`src/rtl/adc_seq_pkg.sv`:
```
package adc_seq_pkg;
  localparam int WORD_W = 32;
  localparam int RES_W  = 24;
  localparam int PAD_W  = WORD_W - RES_W - 4;
  localparam int EDGE_W = $clog2(WORD_W + 1);

  typedef enum logic [1:0] {
    ST_CONV  = 2'd0,
    ST_SLEEP = 2'd1,
    ST_OUT   = 2'd2
  } seq_state_e;

  function automatic logic [WORD_W-1:0] pack_word(
    input logic             chan,
    input logic             sign,
    input logic             over,
    input logic [RES_W-1:0] val
  );
    return {1'b0, chan, sign, over, val, {PAD_W{1'b0}}};
  endfunction
endpackage

```
`src/rtl/seq_terminal_count.sv`:
```
module seq_terminal_count #(
  parameter int unsigned LIMIT = 4
) (
  input  logic clk,
  input  logic rst_n,
  input  logic en,
  output logic hit
);
  localparam int CW = (LIMIT > 2) ? $clog2(LIMIT) : 1;
  localparam logic [CW-1:0] LAST = CW'(LIMIT - 1);

  logic [CW-1:0] cnt_q;

  assign hit = en && (cnt_q == LAST);

  always_ff @(posedge clk) begin
    if (!rst_n)          cnt_q <= '0;
    else if (!en || hit) cnt_q <= '0;
    else                 cnt_q <= cnt_q + 1'b1;
  end
endmodule

```
`src/rtl/adc_word_shifter.sv`:
```
module adc_word_shifter #(
  parameter int W = 32
) (
  input  logic         clk,
  input  logic         rst_n,
  input  logic         load,
  input  logic [W-1:0] load_word,
  input  logic         shift,
  output logic         msb
);
  logic [W-1:0] sh_q;

  always_ff @(posedge clk) begin
    if (!rst_n)     sh_q <= '0;
    else if (load)  sh_q <= load_word;
    else if (shift) sh_q <= {sh_q[W-2:0], 1'b0};
  end

  assign msb = sh_q[W-1];
endmodule

```
`src/rtl/adc_serial_seq.sv`:
```
module adc_serial_seq
  import adc_seq_pkg::*;
#(
  parameter int unsigned CONV_CYCLES = 200,
  parameter int unsigned EOC_WINDOW  = 12,
  parameter int unsigned SCK_HALF    = 3
) (
  input  logic             clk,
  input  logic             rst_n,
  input  logic             cs_n,
  input  logic [RES_W-1:0] conv_val_i,
  input  logic             conv_sign_i,
  input  logic             conv_over_i,
  output logic             sck,
  output logic             sdo,
  output logic             sdo_oe
);
  localparam logic [EDGE_W-1:0] LAST_EDGE = EDGE_W'(WORD_W);

  seq_state_e        state_q, state_d;
  logic [EDGE_W-1:0] edge_q, edge_d;
  logic              sck_q, sck_d;
  logic              cs_q, chan_q;
  logic              conv_hit, win_hit, half_hit;
  logic              load_word, shift_word, shift_msb;
  logic              cs_fell;
  logic [WORD_W-1:0] new_word;

  assign cs_fell  = cs_q & ~cs_n;
  assign new_word = pack_word(chan_q, conv_sign_i, conv_over_i, conv_val_i);

  // conversion time
  seq_terminal_count #(.LIMIT(CONV_CYCLES)) u_conv_t (
    .clk  (clk),
    .rst_n(rst_n),
    .en   (state_q == ST_CONV),
    .hit  (conv_hit)
  );

  // status-test window, runs only while asleep and selected
  seq_terminal_count #(.LIMIT(EOC_WINDOW)) u_win_t (
    .clk  (clk),
    .rst_n(rst_n),
    .en   ((state_q == ST_SLEEP) && !cs_n),
    .hit  (win_hit)
  );

  // half-period divider for the generated serial clock
  seq_terminal_count #(.LIMIT(SCK_HALF)) u_half_t (
    .clk  (clk),
    .rst_n(rst_n),
    .en   (state_q == ST_OUT),
    .hit  (half_hit)
  );

  adc_word_shifter #(.W(WORD_W)) u_shift (
    .clk      (clk),
    .rst_n    (rst_n),
    .load     (load_word),
    .load_word(new_word),
    .shift    (shift_word),
    .msb      (shift_msb)
  );

  always_comb begin
    state_d    = state_q;
    edge_d     = edge_q;
    load_word  = 1'b0;
    shift_word = 1'b0;
    unique case (state_q)
      ST_CONV: begin
        if (conv_hit) begin
          state_d   = ST_SLEEP;
          load_word = 1'b1;
        end
      end
      ST_SLEEP: begin
        if (win_hit) begin
          state_d = ST_OUT;
          edge_d  = '0;
        end
      end
      ST_OUT: begin
        if (cs_n) begin
          // before any rising edge: back to sleep, word kept
          state_d = (edge_q == '0) ? ST_SLEEP : ST_CONV;
        end else if (half_hit) begin
          if (!sck_q)                    edge_d     = edge_q + 1'b1;
          else if (edge_q == LAST_EDGE)  state_d    = ST_CONV;
          else                           shift_word = 1'b1;
        end
      end
      default: state_d = ST_CONV;
    endcase
  end

  always_comb begin
    sck_d = sck_q;
    if (cs_n) begin
      sck_d = 1'b1;
    end else if (state_q == ST_OUT) begin
      if (half_hit && !(sck_q && edge_q == LAST_EDGE)) sck_d = ~sck_q;
    end else if (cs_fell || win_hit) begin
      sck_d = 1'b0;
    end
  end

  always_ff @(posedge clk) begin
    if (!rst_n) begin
      state_q <= ST_CONV;
      edge_q  <= '0;
      sck_q   <= 1'b1;
      cs_q    <= 1'b1;
      chan_q  <= 1'b0;
    end else begin
      state_q <= state_d;
      edge_q  <= edge_d;
      sck_q   <= sck_d;
      cs_q    <= cs_n;
      if (load_word) chan_q <= ~chan_q;
    end
  end

  always_comb begin
    unique case (state_q)
      ST_OUT:  sdo = shift_msb;
      ST_CONV: sdo = 1'b1;
      default: sdo = 1'b0;
    endcase
  end

  assign sck    = sck_q;
  assign sdo_oe = ~cs_n;
endmodule

```
`config.mk`:
```
export PLATFORM = sky130hd
export DESIGN_NAME = adc_serial_seq
export DESIGN_NICKNAME = d
export VERILOG_FILES = /design/src/rtl/adc_seq_pkg.sv /design/src/rtl/seq_terminal_count.sv /design/src/rtl/adc_word_shifter.sv /design/src/rtl/adc_serial_seq.sv
export SDC_FILE = /design/constraint.sdc
export NUM_CORES = 1
export LEC_CHECK = 0
export BUFFER_PORTS_ARGS = -buffer_cell sky130_fd_sc_hd__buf_4
export CORE_ASPECT_RATIO = 1.75
export CORE_MARGIN = 10
export CORE_UTILIZATION = 35
export DETAILED_ROUTE_END_ITERATION = 12
export HOLD_SLACK_MARGIN = 0.06
export REMOVE_ABC_BUFFERS = 1
export SYNTH_ARGS = -nofsm -noshare
export SYNTH_HDL_FRONTEND = slang
export SYNTH_SLANG_ARGS = --single-unit
```
`constraint.sdc`:
```
create_clock -name clk -period 1.75 [get_ports clk]
set_clock_uncertainty 0.15 [all_clocks]
set_input_delay 0.0875 -clock clk [delete_from_list [all_inputs] [get_ports clk]]
set_output_delay 0.0875 -clock clk [all_outputs]
set_load 0.01 [all_outputs]
```
Word level (Yosys, flattened, before mapping)
Cells that the tools add are included.
Widths: inputs -> output; s select.
{"block": "classes", "addsub": 4, "eq_ne": 15, "n_mux": 26, "n_bitwise": 5, "n_reduce_logical": 28}
{"cell": "$mux 31", "count": 2}
{"cell": "$mux 6", "count": 4}
{"cell": "$mux 2", "count": 6}
{"cell": "$pmux 6 s2", "count": 1}
{"cell": "$mux 1", "count": 11}
{"cell": "$ne 2x2->1 const B", "count": 5}
{"cell": "$reduce_and 5->1", "count": 2}
{"cell": "$reduce_or 2->1", "count": 5}
{"cell": "$ne 3x3->1 const B", "count": 3}
{"cell": "$add 8x1->8 const B", "count": 1}
{"cell": "$eq 8x8->1 const B", "count": 1}
{"cell": "$add 6x1->6 const B", "count": 1}
{"cell": "$eq 6x6->1 const B", "count": 1}
{"cell": "$logic_and 1x1->1", "count": 6}
{"cell": "$logic_not 6->1", "count": 1}
{"cell": "$pmux 2 s3", "count": 1}
{"cell": "$reduce_bool 2->1", "count": 3}
{"cell": "$logic_not 1->1", "count": 5}
{"cell": "$add 4x1->4 const B", "count": 1}
{"cell": "$eq 2x2->1 const B", "count": 2}
{"cell": "$eq 4x4->1 const B", "count": 1}
{"cell": "$logic_or 1x1->1", "count": 4}
{"cell": "$not 1->1", "count": 4}
{"cell": "$add 2x1->2 const B", "count": 1}
{"cell": "other kinds (6)", "count": 6}
{"block": "totals", "reg_bits": 53, "input_bits": 29, "output_inout_bits": 3, "word_cells": 88}

Depth between registers and ports, before layout
Gate-level depths: netlist (run 1).
{"block": "depth", "ltp_word": 8, "ltp_mapped": 8, "mapped_depth_nobuf": 6}

Modules after synthesis
A second synthesis (run 1) with hierarchy kept.
{"block": "unflattened", "cells_unflattened": 274, "hier_area_um2": 2935.3}
{"mod": "adc_word_shifter", "instances": 1, "cells_per_inst": 141, "area_each_um2": 1724.2, "seq_area_each_um2": 640.6}
{"mod": "adc_serial_seq", "instances": 1, "cells_per_inst": 71, "area_each_um2": 608.1, "seq_area_each_um2": 220.2}
{"mod": "seq_terminal_count at u_conv_t", "instances": 1, "cells_per_inst": 39, "area_each_um2": 354.1, "seq_area_each_um2": 160.2}
{"mod": "seq_terminal_count at u_win_t", "instances": 1, "cells_per_inst": 16, "area_each_um2": 160.2, "seq_area_each_um2": 80.1}
{"mod": "seq_terminal_count at u_half_t", "instances": 1, "cells_per_inst": 7, "area_each_um2": 88.8, "seq_area_each_um2": 40.0}

Least setup slack after synthesis (run 1)
OpenSTA, ideal clock, no wires.
{"block": "synth_timing", "path_type": "reg-to-reg", "startpoint": "register edge_q[0]", "endpoint": "register u_shift.sh_q[19]", "setup_time_ns": 0.133, "arrival_time_ns": 1.547, "setup_slack_ns": -0.080, "path_stages_with_launch": 9, "synth_period_minus_slack_ns": 1.830, "cell_sequence": "dfxtp_1 > inv_1 > ha_1 > nor4b_2 > a211oi_2 > buf_6 > buf_8 > mux2i_1 > a21oi_1"}
{"block": "synth_via", "elab_chain_len": 7}
{"element": "from (decl)", "line": "adc_serial_seq.sv:21", "text": "logic [EDGE_W-1:0] edge_q, edge_d;"}
{"element": "from (signal assigned)", "line": "adc_serial_seq.sv:117", "text": "edge_q <= edge_d;"}
{"element": "$eq 6x6->1", "line": "adc_serial_seq.sv:89", "text": "else if (edge_q == LAST_EDGE) state_d = ST_CONV;"}
{"element": "$mux 1", "line": "adc_serial_seq.sv:89"}
{"element": "$mux 1", "line": "adc_serial_seq.sv:88", "text": "if (!sck_q) edge_d = edge_q + 1'b1;"}
{"element": "$mux 1", "line": "adc_serial_seq.sv:87", "text": "end else if (half_hit) begin"}
{"element": "$mux 1", "line": "adc_serial_seq.sv:84", "text": "if (cs_n) begin"}
{"element": "$mux 1", "line": "adc_serial_seq.sv:70", "text": "unique case (state_q)"}
{"element": "$reduce_bool 2->1 (no line)"}
{"element": "to (signal assigned)", "line": "adc_word_shifter.sv:15", "text": "else if (load) sh_q <= load_word;"}
{"element": "to (signal assigned)", "line": "adc_word_shifter.sv:16", "text": "else if (shift) sh_q <= {sh_q[W-2:0], 1'b0};"}
{"element": "to (decl)", "line": "adc_word_shifter.sv:11", "text": "logic [W-1:0] sh_q;"}
Every way passes these cells.
A chain may end at the register's enable or synchronous reset.

Worst setup path in the final report (run 1)
{"block": "layout_timing", "startpoint": "register edge_q[0]", "endpoint": "register u_shift.sh_q[22]"}
Same word-level chain as after synthesis.

==> run summary, run 1 <==
The logs give 0.29 ns for the clock latency reported for the late side of the worst-skew pair and 0 for the sum of overflow across all layers after global routing. The signal on the critical path passes through inv_2 > ha_4 > nor4b_4 > a211oi_4 > buf_6 > buf_12 > mux2i_2 > a21oi_1. The largest total area in the synthesized netlist belongs to sky130_fd_sc_hd__dfxtp_1. The run gives 8 as the setup-violating endpoint count in the final report.

The area growth from synthesis to layout is 45.0%. In the routed layout, each cell is associated on average with a via count of 4.95. For this run, the leading register cell type out of synthesis is sky130_fd_sc_hd__dfxtp_1. For the finished layout, the period the worst path requires is 1.78 ns.

The share of cells above drive strength 1 was 0.263; the total number of placement rows was 39. Power spread over the standard cell area amounts to 683 mW/mm^2. Of all nets on the critical path, the largest fanout is 7.

The detailed router finished its first iteration with 71 violations. The logs give 55 for the largest net degree at the start of global routing and 0.00234 mm^2 for the post-synthesis instance area. The count of input and output buffers works out to 31. The run gives 364 as the number of nets in the final layout. The average detailed-routed wire length per instance works out to 13.9 um. The flow ran to the end, but the final reports show violations. The tree is rooted in a sky130_fd_sc_hd__clkbuf_16. The initial core utilization came out at 0.357.

The headroom to the max-slew limit is 0.780. Counting flops with a built-in enable in the synthesized netlist gives 0. The run gives 360 uV as the worst supply voltage drop on vdd.

The path category of the worst min-delay check was input pin to register. The placed standard-cell area is 0.00277 mm^2, and the final weighted congestion in routability-driven placement is 0.800. The final critical-path share of the clock period is 1.02. The I/O pin count is 32. For the number of buffers on the longest clock path, the log shows 2. TritonCTS built the clock tree.

The design draws 2.32 mW. The slowest stage of the critical path belongs to the cell sky130_fd_sc_hd__dfxtp_2. Summed over all cells, the static leakage comes to 1.29 nW. The initial antenna violation count was 0; the height of the die was 128 um.

In this run, placement finished with an instance count of 368. Clock-pin slew was measured on the worst setup and hold paths at 0.07 ns. The run gives 0.00654 mm^2 as the core box area. The filler cells instantiated in the layout total 592. Across the whole layout, storage elements account for 0.00107 mm^2.

Buffers inserted during clock tree synthesis total 5. Detailed routing inserted a total of 2,043 vias. The proportion of netlist area held by the largest area contributor was 0.454. The tools report the type of element capturing the critical path as a register. The final reports fail on negative setup slack. The logs give 1.77 ns for the required time at the worst-slack endpoint and 2,044 for the number of global-route vias before repair. Setup repair after global routing could not meet its margin everywhere.

Static timing analysis puts the maximum clock frequency at 562 MHz. Summing all multi-input logic gate instances after layout gives 0.00124 mm^2. Counting every instance in the synthesized netlist gives 249.

Ranked by total cell area, the synthesized netlist is headed by sky130_fd_sc_hd__dfxtp_1, sky130_fd_sc_hd__mux2i_1, sky130_fd_sc_hd__a21oi_1, sky130_fd_sc_hd__o21ai_0, sky130_fd_sc_hd__nor2_1. The proportion of synthesized flip-flops having asynchronous set or reset was 0. STA classifies the critical path startpoint as a register. STA puts the critical path data arrival time at 1.80 ns. The H-tree depth reported by CTS is 2, and the number of hold violations in the final report is 0. For the sequential cell area fraction in the yosys report, the log shows 0.454. The final layout contains routed wiring with a total length of 5730 um. The tools report the share of the core filled with cells in the final layout as 0.518. The run gives -0.0285 ns as the setup slack of the critical path after layout. The floorplan step defined a die boundary enclosing 0.0105 mm^2. From left edge to right edge, the die measures 81.8 um. The repair_antennas step left the layout with diodes totalling 0. The placed wire-length estimate was 3600 um. For this run, the number of Yosys warnings is 0. In this design, the stage delay of the slowest critical-path cell is 0.33 ns. The first detailed-routing pass took 4 iterations. The remaining design rule violation count was 0; the remaining antenna violation count after routing was 0. Count of final max-slew check failures: 0.

The number of flip-flops and latches in the synthesized netlist was 53. Wire length of the first global-routing pass: 9310 um. The mean post-synth cell area is 9.39 um^2. The global routing usage summed across all routing layers came out at 0.111.

The post-layout instance area was 0.00339 mm^2. In the synthesized netlist, the cells that appear most often are sky130_fd_sc_hd__dfxtp_1, sky130_fd_sc_hd__a21oi_1, sky130_fd_sc_hd__o21ai_0. The slew of the pin with the lowest slew margin is 0.330 ns. The finished layout holds 413 standard cells, fillers aside. The total number of clock tree sinks was 53. Yosys instantiated no cell more often than sky130_fd_sc_hd__dfxtp_1. The critical path is of the register to register type. The tool flagged a number of max-cap violations equal to 0. The run gives 38 as the number of unique standard cell types used by synthesis.
## placed cells by master, fill, tap and decap left out, types with 7 or more instances in the layout
cell                            synthesis  final
sky130_fd_sc_hd__buf_4                  0     49
sky130_fd_sc_hd__dfxtp_1               53     47
sky130_fd_sc_hd__o21ai_0               30     30
sky130_fd_sc_hd__nand2_1                7      7
sky130_fd_sc_hd__mux2i_1               27     25
sky130_fd_sc_hd__nor2_1                19     19
sky130_fd_sc_hd__a21oi_1               34     33
sky130_fd_sc_hd__nand3_1                8      8
sky130_fd_sc_hd__inv_1                 10      7
sky130_fd_sc_hd__dlygate4sd3_1          0     30
## worst paths after layout
kind                        to  slack, ns               from  depth (start not counted)
max           u_shift.sh_q[22]      -0.03          edge_q[0]                          8
min                 state_q[1]       0.18               cs_n                          5
max reg2reg   u_shift.sh_q[22]      -0.03          edge_q[0]                          8
min reg2reg  u_half_t.cnt_q[0]       0.26  u_half_t.cnt_q[0]                          1
## cell type report
cell class | count | area share
Clock buffer | 6 | 0.0380
Clock inverter | 2 | 0.00295
Tap cell | 82 | 0.0303
Inverter | 10 | 0.0111
Sequential cell | 53 | 0.315
Multi-Input combinational cell | 174 | 0.365
Timing Repair Buffer | 86 | 0.237
## cells by family (layout without fill, tap and decap cells)
family | count (synthesis) | count (layout) | synth area share
AOI/OAI and AO/OA | 73 | 73 | 0.171
buffers and inverters | 22 | 104 | 0.0482
and+or+nand+nor | 58 | 58 | 0.142
DFF | 53 | 53 | 0.454
xor gates and xnor gates | 10 | 10 | 0.0375
adders and majority gates | 5 | 5 | 0.0268
muxes | 28 | 28 | 0.120
## through the flow
step,setup WS (ns),TNS (ns),hold WS [ns]
6_report,-0.0285,-0.108,0.181
5_1_grt,-0.103,-2.43,0.248
4_1_cts,-0.0393,-0.370,0.177
3_5_place_dp,-0.122,-2.38,0.208
3_3_place_gp,-0.0802,-1.66,0.204
2_1_floorplan,-1.36,-38.38,0.0396
## registers in the layout, summed over array words and instances (netlist names)
signal          count
state_q             2
chan_q              1
u_shift.sh_q       28
u_conv_t.cnt_q      8
sck                 1
cs_q                1
u_win_t.cnt_q       4
edge_q              6
u_half_t.cnt_q      2
## where the power goes
part	internal, mW	switching, mW
registers	1.21	0.00632
logic	0.105	0.0604
clock network	0.525	0.405
total	1.85	0.471
## critical path: cells and delay by family (launching register included)
kind / cells / cell delay, ns
AO/OA/AOI/OAI: 2 / 0.33
adder cells (fa/ha/maj): 1 / 0.14
flip-flops: 1 / 0.33
buffers and inverters: 3 / 0.36
AND/OR/NAND/NOR: 1 / 0.13
multiplexers: 1 / 0.22
## metal layers
layer | up-vias | GRT usage | wire [um] | share of wire
met5 | - | 0 | 0 | 0
met4 | 0 | 0.0523 | 132 | 0.023
met3 | 11 | 0.0323 | 278 | 0.048
met2 | 37 | 0.200 | 3120 | 0.54
met1 | 955 | 0.112 | 2210 | 0.38
li1 | 1040 | - | - | -
## timing repair
item	CTS	global route
gates resized for setup	15	13
setup buffers	2	3
cloned	2	1
endpoints found under the hold margin	31	0
hold buffers	30	0
pin swaps	28	12
endpoints found under the setup margin	32	37
Note: power is estimated with default switching activity, not from simulation.
==> inputs of run 2 (changes only) <==
--- a/config.mk
+++ b/config.mk
@@ -11,7 +11,6 @@
 export CORE_UTILIZATION = 35
 export DETAILED_ROUTE_END_ITERATION = 12
 export HOLD_SLACK_MARGIN = 0.06
-export REMOVE_ABC_BUFFERS = 1
 export SYNTH_ARGS = -nofsm -noshare
 export SYNTH_HDL_FRONTEND = slang
 export SYNTH_SLANG_ARGS = --single-unit
==> run 2 against run 1 <==
  * The flow still finishes with violations (negative setup slack)
  * Largest power group unchanged
  * Flip-flop and latch count is the same
  * Core utilization shrank 0.86 points
  * Global-route usage is essentially flat
  * Clock power grew 7.2%
  * Hold slack lost 0.095 ns
  * Non-clock buffer count shrank 8
  * Clock-buffer cell count is the same
  * Sequential power is essentially flat
  * Register-to-register slack lost 0.03 ns
  * Critical path type unchanged
  * Critical path depth is the same
==> run summary, run 2 (synthesis gave the netlist of run 1 again) <==
Setup-violating endpoint count in the final report: 16. The region available for standard cell placement spans 0.00654 mm^2. The share of total power in sequential cells was 0.513. The highest fanout seen on the critical path works out to 7.

The part of the power in the clock network was 0.419. The clock latency reported for the late side of the worst-skew pair is 0.29 ns. Data arrives at the worst endpoint at 1.83 ns. The ratio of total power to cell area is 714 mW/mm^2, and the headroom to the max-slew limit is 0.776.

IR analysis of the VDD net gives a maximum drop of 384 uV. The design draws 2.38 mW. For the switching power total, the log shows 494 uW.

For the starting DRC count in detailed routing, the log shows 67. The count of nets left with antenna violations once routing finished came out at 0. The largest registers in the layout are u_shift.sh_q x28, u_conv_t.cnt_q x8, edge_q x6. Summed over all nets, the half-perimeter wirelength after detailed placement is 3720 um. After detailed routing, the number of remaining DRC violations is 0. The clock passes through at most 2 buffers. Counting I/O delays and the setup requirement, the final critical path takes 1.81 ns. Critical path start-end classification: register to register. The part of the power in combinational logic came out at 0.069.

The run gives 2,098 as the number of global-route vias before repair. Slew of the pin with the lowest slew margin: 0.335 ns. CTS placed an instance of sky130_fd_sc_hd__clkbuf_16 at the clock tree root.

The filler cell count is 623. The busiest layer in global routing was met2. For the worst setup path, the data required time is 1.77 ns.

The number of vias per cell after detailed routing is 5.02. Largest register by flop count: u_shift.sh_q. Across the run, the number of max-cap violations was 0. STA classifies the critical path startpoint as a register. The height of the die works out to 128 um.

The met1 demand-to-capacity share in global routing was 0.115; the wire length of the first global-routing pass was 9460 um. Number of inserted diodes: 0. The cell with the biggest individual delay on the critical path was sky130_fd_sc_hd__dfxtp_2. For the initial core utilization, the log shows 0.357. The top cell types in the final layout, fill and taps aside, are sky130_fd_sc_hd__dfxtp_1, sky130_fd_sc_hd__buf_4, sky130_fd_sc_hd__a21oi_1.

The tree built by TritonCTS fans out to 53 sinks. When the netlist entered floorplanning its net count stood at 283. For the number of nets in the final layout, the log shows 356. For the I/O pin count, the log shows 32.

The tools report the sum of overflow across all layers after global routing as 0. Setup repair after global routing could not meet its margin everywhere. Across the whole layout, storage elements account for 0.00107 mm^2. The largest net degree at the start of global routing came out at 54. The library cell used most frequently in the layout, excluding fill and tap cells, is sky130_fd_sc_hd__dfxtp_1.

The met2 track demand over resource was 0.197; the number of buffers and inverters on the critical path was 3. Routability-driven placement finished with a final weighted congestion of 0.751. The setup slack of the critical path after layout was -0.0612 ns. The switching portion of total power came out at 0.208.

TritonCTS built the clock tree. The min-delay analysis places its worst path in the category input pin to register. The share of cells above drive strength 1 is 0.260. The floorplan step set the die width to 81.8 um. For the count of final max-slew check failures, the log shows 0. Clock-pin slew was measured on the worst setup and hold paths at 0.07 ns. For this run, the slowest stage of the critical path takes 0.33 ns. The share of the core filled with cells in the final layout was 0.510. The first TritonRoute pass finished after 4 iterations. Internal power comes to 1.89 mW. The worst setup path is captured at a register. The number of hold violations in the final report is 0, and the routed via count is 2,034. The area growth from synthesis to layout is 42.6%. The cell family contributing the most delay on the critical path is buffers and inverters. The run gives 0.0105 mm^2 as the area of the die. The leakage power figure is 1.25 nW.

The run finished, with violations left. The register with the most flip-flops in the layout has 28 of them. The multi-input combinational cells in the finished layout cover a total of 0.00127 mm^2.

The worst hold slack was 0.0859 ns. In this run the number of H-tree levels came out at 2. The final reports fail on negative setup slack. For the global routing usage summed across all routing layers, the log shows 0.111. The final critical-path share of the clock period was 1.03; the initial antenna violation count was 0. In this run, CTS created clock tree buffers numbering 5.

The count of input and output buffers was 31. The top achievable clock speed is 552 MHz. Walking the worst path, the cells encountered are inv_2 > ha_4 > nor4b_4 > a211oi_4 > buf_6 > clkbuf_16 > mux2i_1 > a21oi_1. The floorplan has 39 rows. For this block, the routed nets add up to 5800 um of wire. Fraction of met3 tracks used by global routing: 0.0302.

The average detailed-routed wire length per instance came out at 14.3 um.
## run 2: path summary, 6_finish.rpt
kind	to	from	depth (start not counted)	slack [ns]
worst min-delay path	state_q[1]	cs_n	4	0.09
worst min register to register	u_half_t.cnt_q[0]	u_half_t.cnt_q[0]	1	0.28
worst max register to register	u_shift.sh_q[22]	edge_q[0]	8	-0.06
worst max-delay path	u_shift.sh_q[22]	edge_q[0]	8	-0.06
## run 2: power by group through the flow
stage	clock [mW]	combinational, mW	sequential [mW]
after global placement	0	0.110	1.25
after CTS	1.02	0.162	1.22
after global routing	1.06	0.179	1.22
final	0.997	0.164	1.22
after floorplan	0	0.0425	1.25
after detailed placement	0	0.110	1.25
## run 2: worst register-to-register path, cell delays in order, from the launching register on
cell and delay [ns]:
sky130_fd_sc_hd__dfxtp_2 0.33, sky130_fd_sc_hd__inv_2 0.05, sky130_fd_sc_hd__ha_4 0.15, sky130_fd_sc_hd__nor4b_4 0.14, sky130_fd_sc_hd__a211oi_4 0.28, sky130_fd_sc_hd__buf_6 0.16, sky130_fd_sc_hd__clkbuf_16 0.16, sky130_fd_sc_hd__mux2i_1 0.20
sky130_fd_sc_hd__a21oi_1 0.08
## run 2: layout make-up
cell class                      count  share of cell area
Multi-Input combinational cell    174               0.380
Inverter                           10              0.0113
Clock inverter                      2             0.00413
Sequential cell                    53               0.321
Tap cell                           82              0.0308
Timing Repair Buffer               78               0.212
Clock buffer                        6              0.0417
## run 2: layer usage
| layer | wire length (um) | vias to the layer above |
|---|---|---|
| li1 | - | 1028 |
| met1 | 2280 | 955 |
| met2 | 3080 | 42 |
| met3 | 311 | 9 |
| met4 | 127 | 0 |
| met5 | 0 | - |
## run 2: through the flow
stage                     setup TNS, ns  cells  area, um^2  setup WS [ns]
after floorplan                  -0.289    249        2340        -0.0216
after global placement           -0.718    363        2730        -0.0543
after detailed placement          -1.91    363        2730        -0.0941
after CTS                        -0.134    403        3250        -0.0253
after global routing              -2.26    405        3330         -0.120
final                            -0.593    405        3330        -0.0612
## run 2: timing repair
| action | CTS | global route |
|---|---|---|
| hold buffers | 28 | 0 |
| pin swaps | 3 | 17 |
| endpoints found under the setup margin | 33 | 36 |
| gates resized for setup | 7 | 19 |
| cloned | 1 | 1 |
| setup buffers | 3 | 2 |
| endpoints found under the hold margin | 30 | 0 |
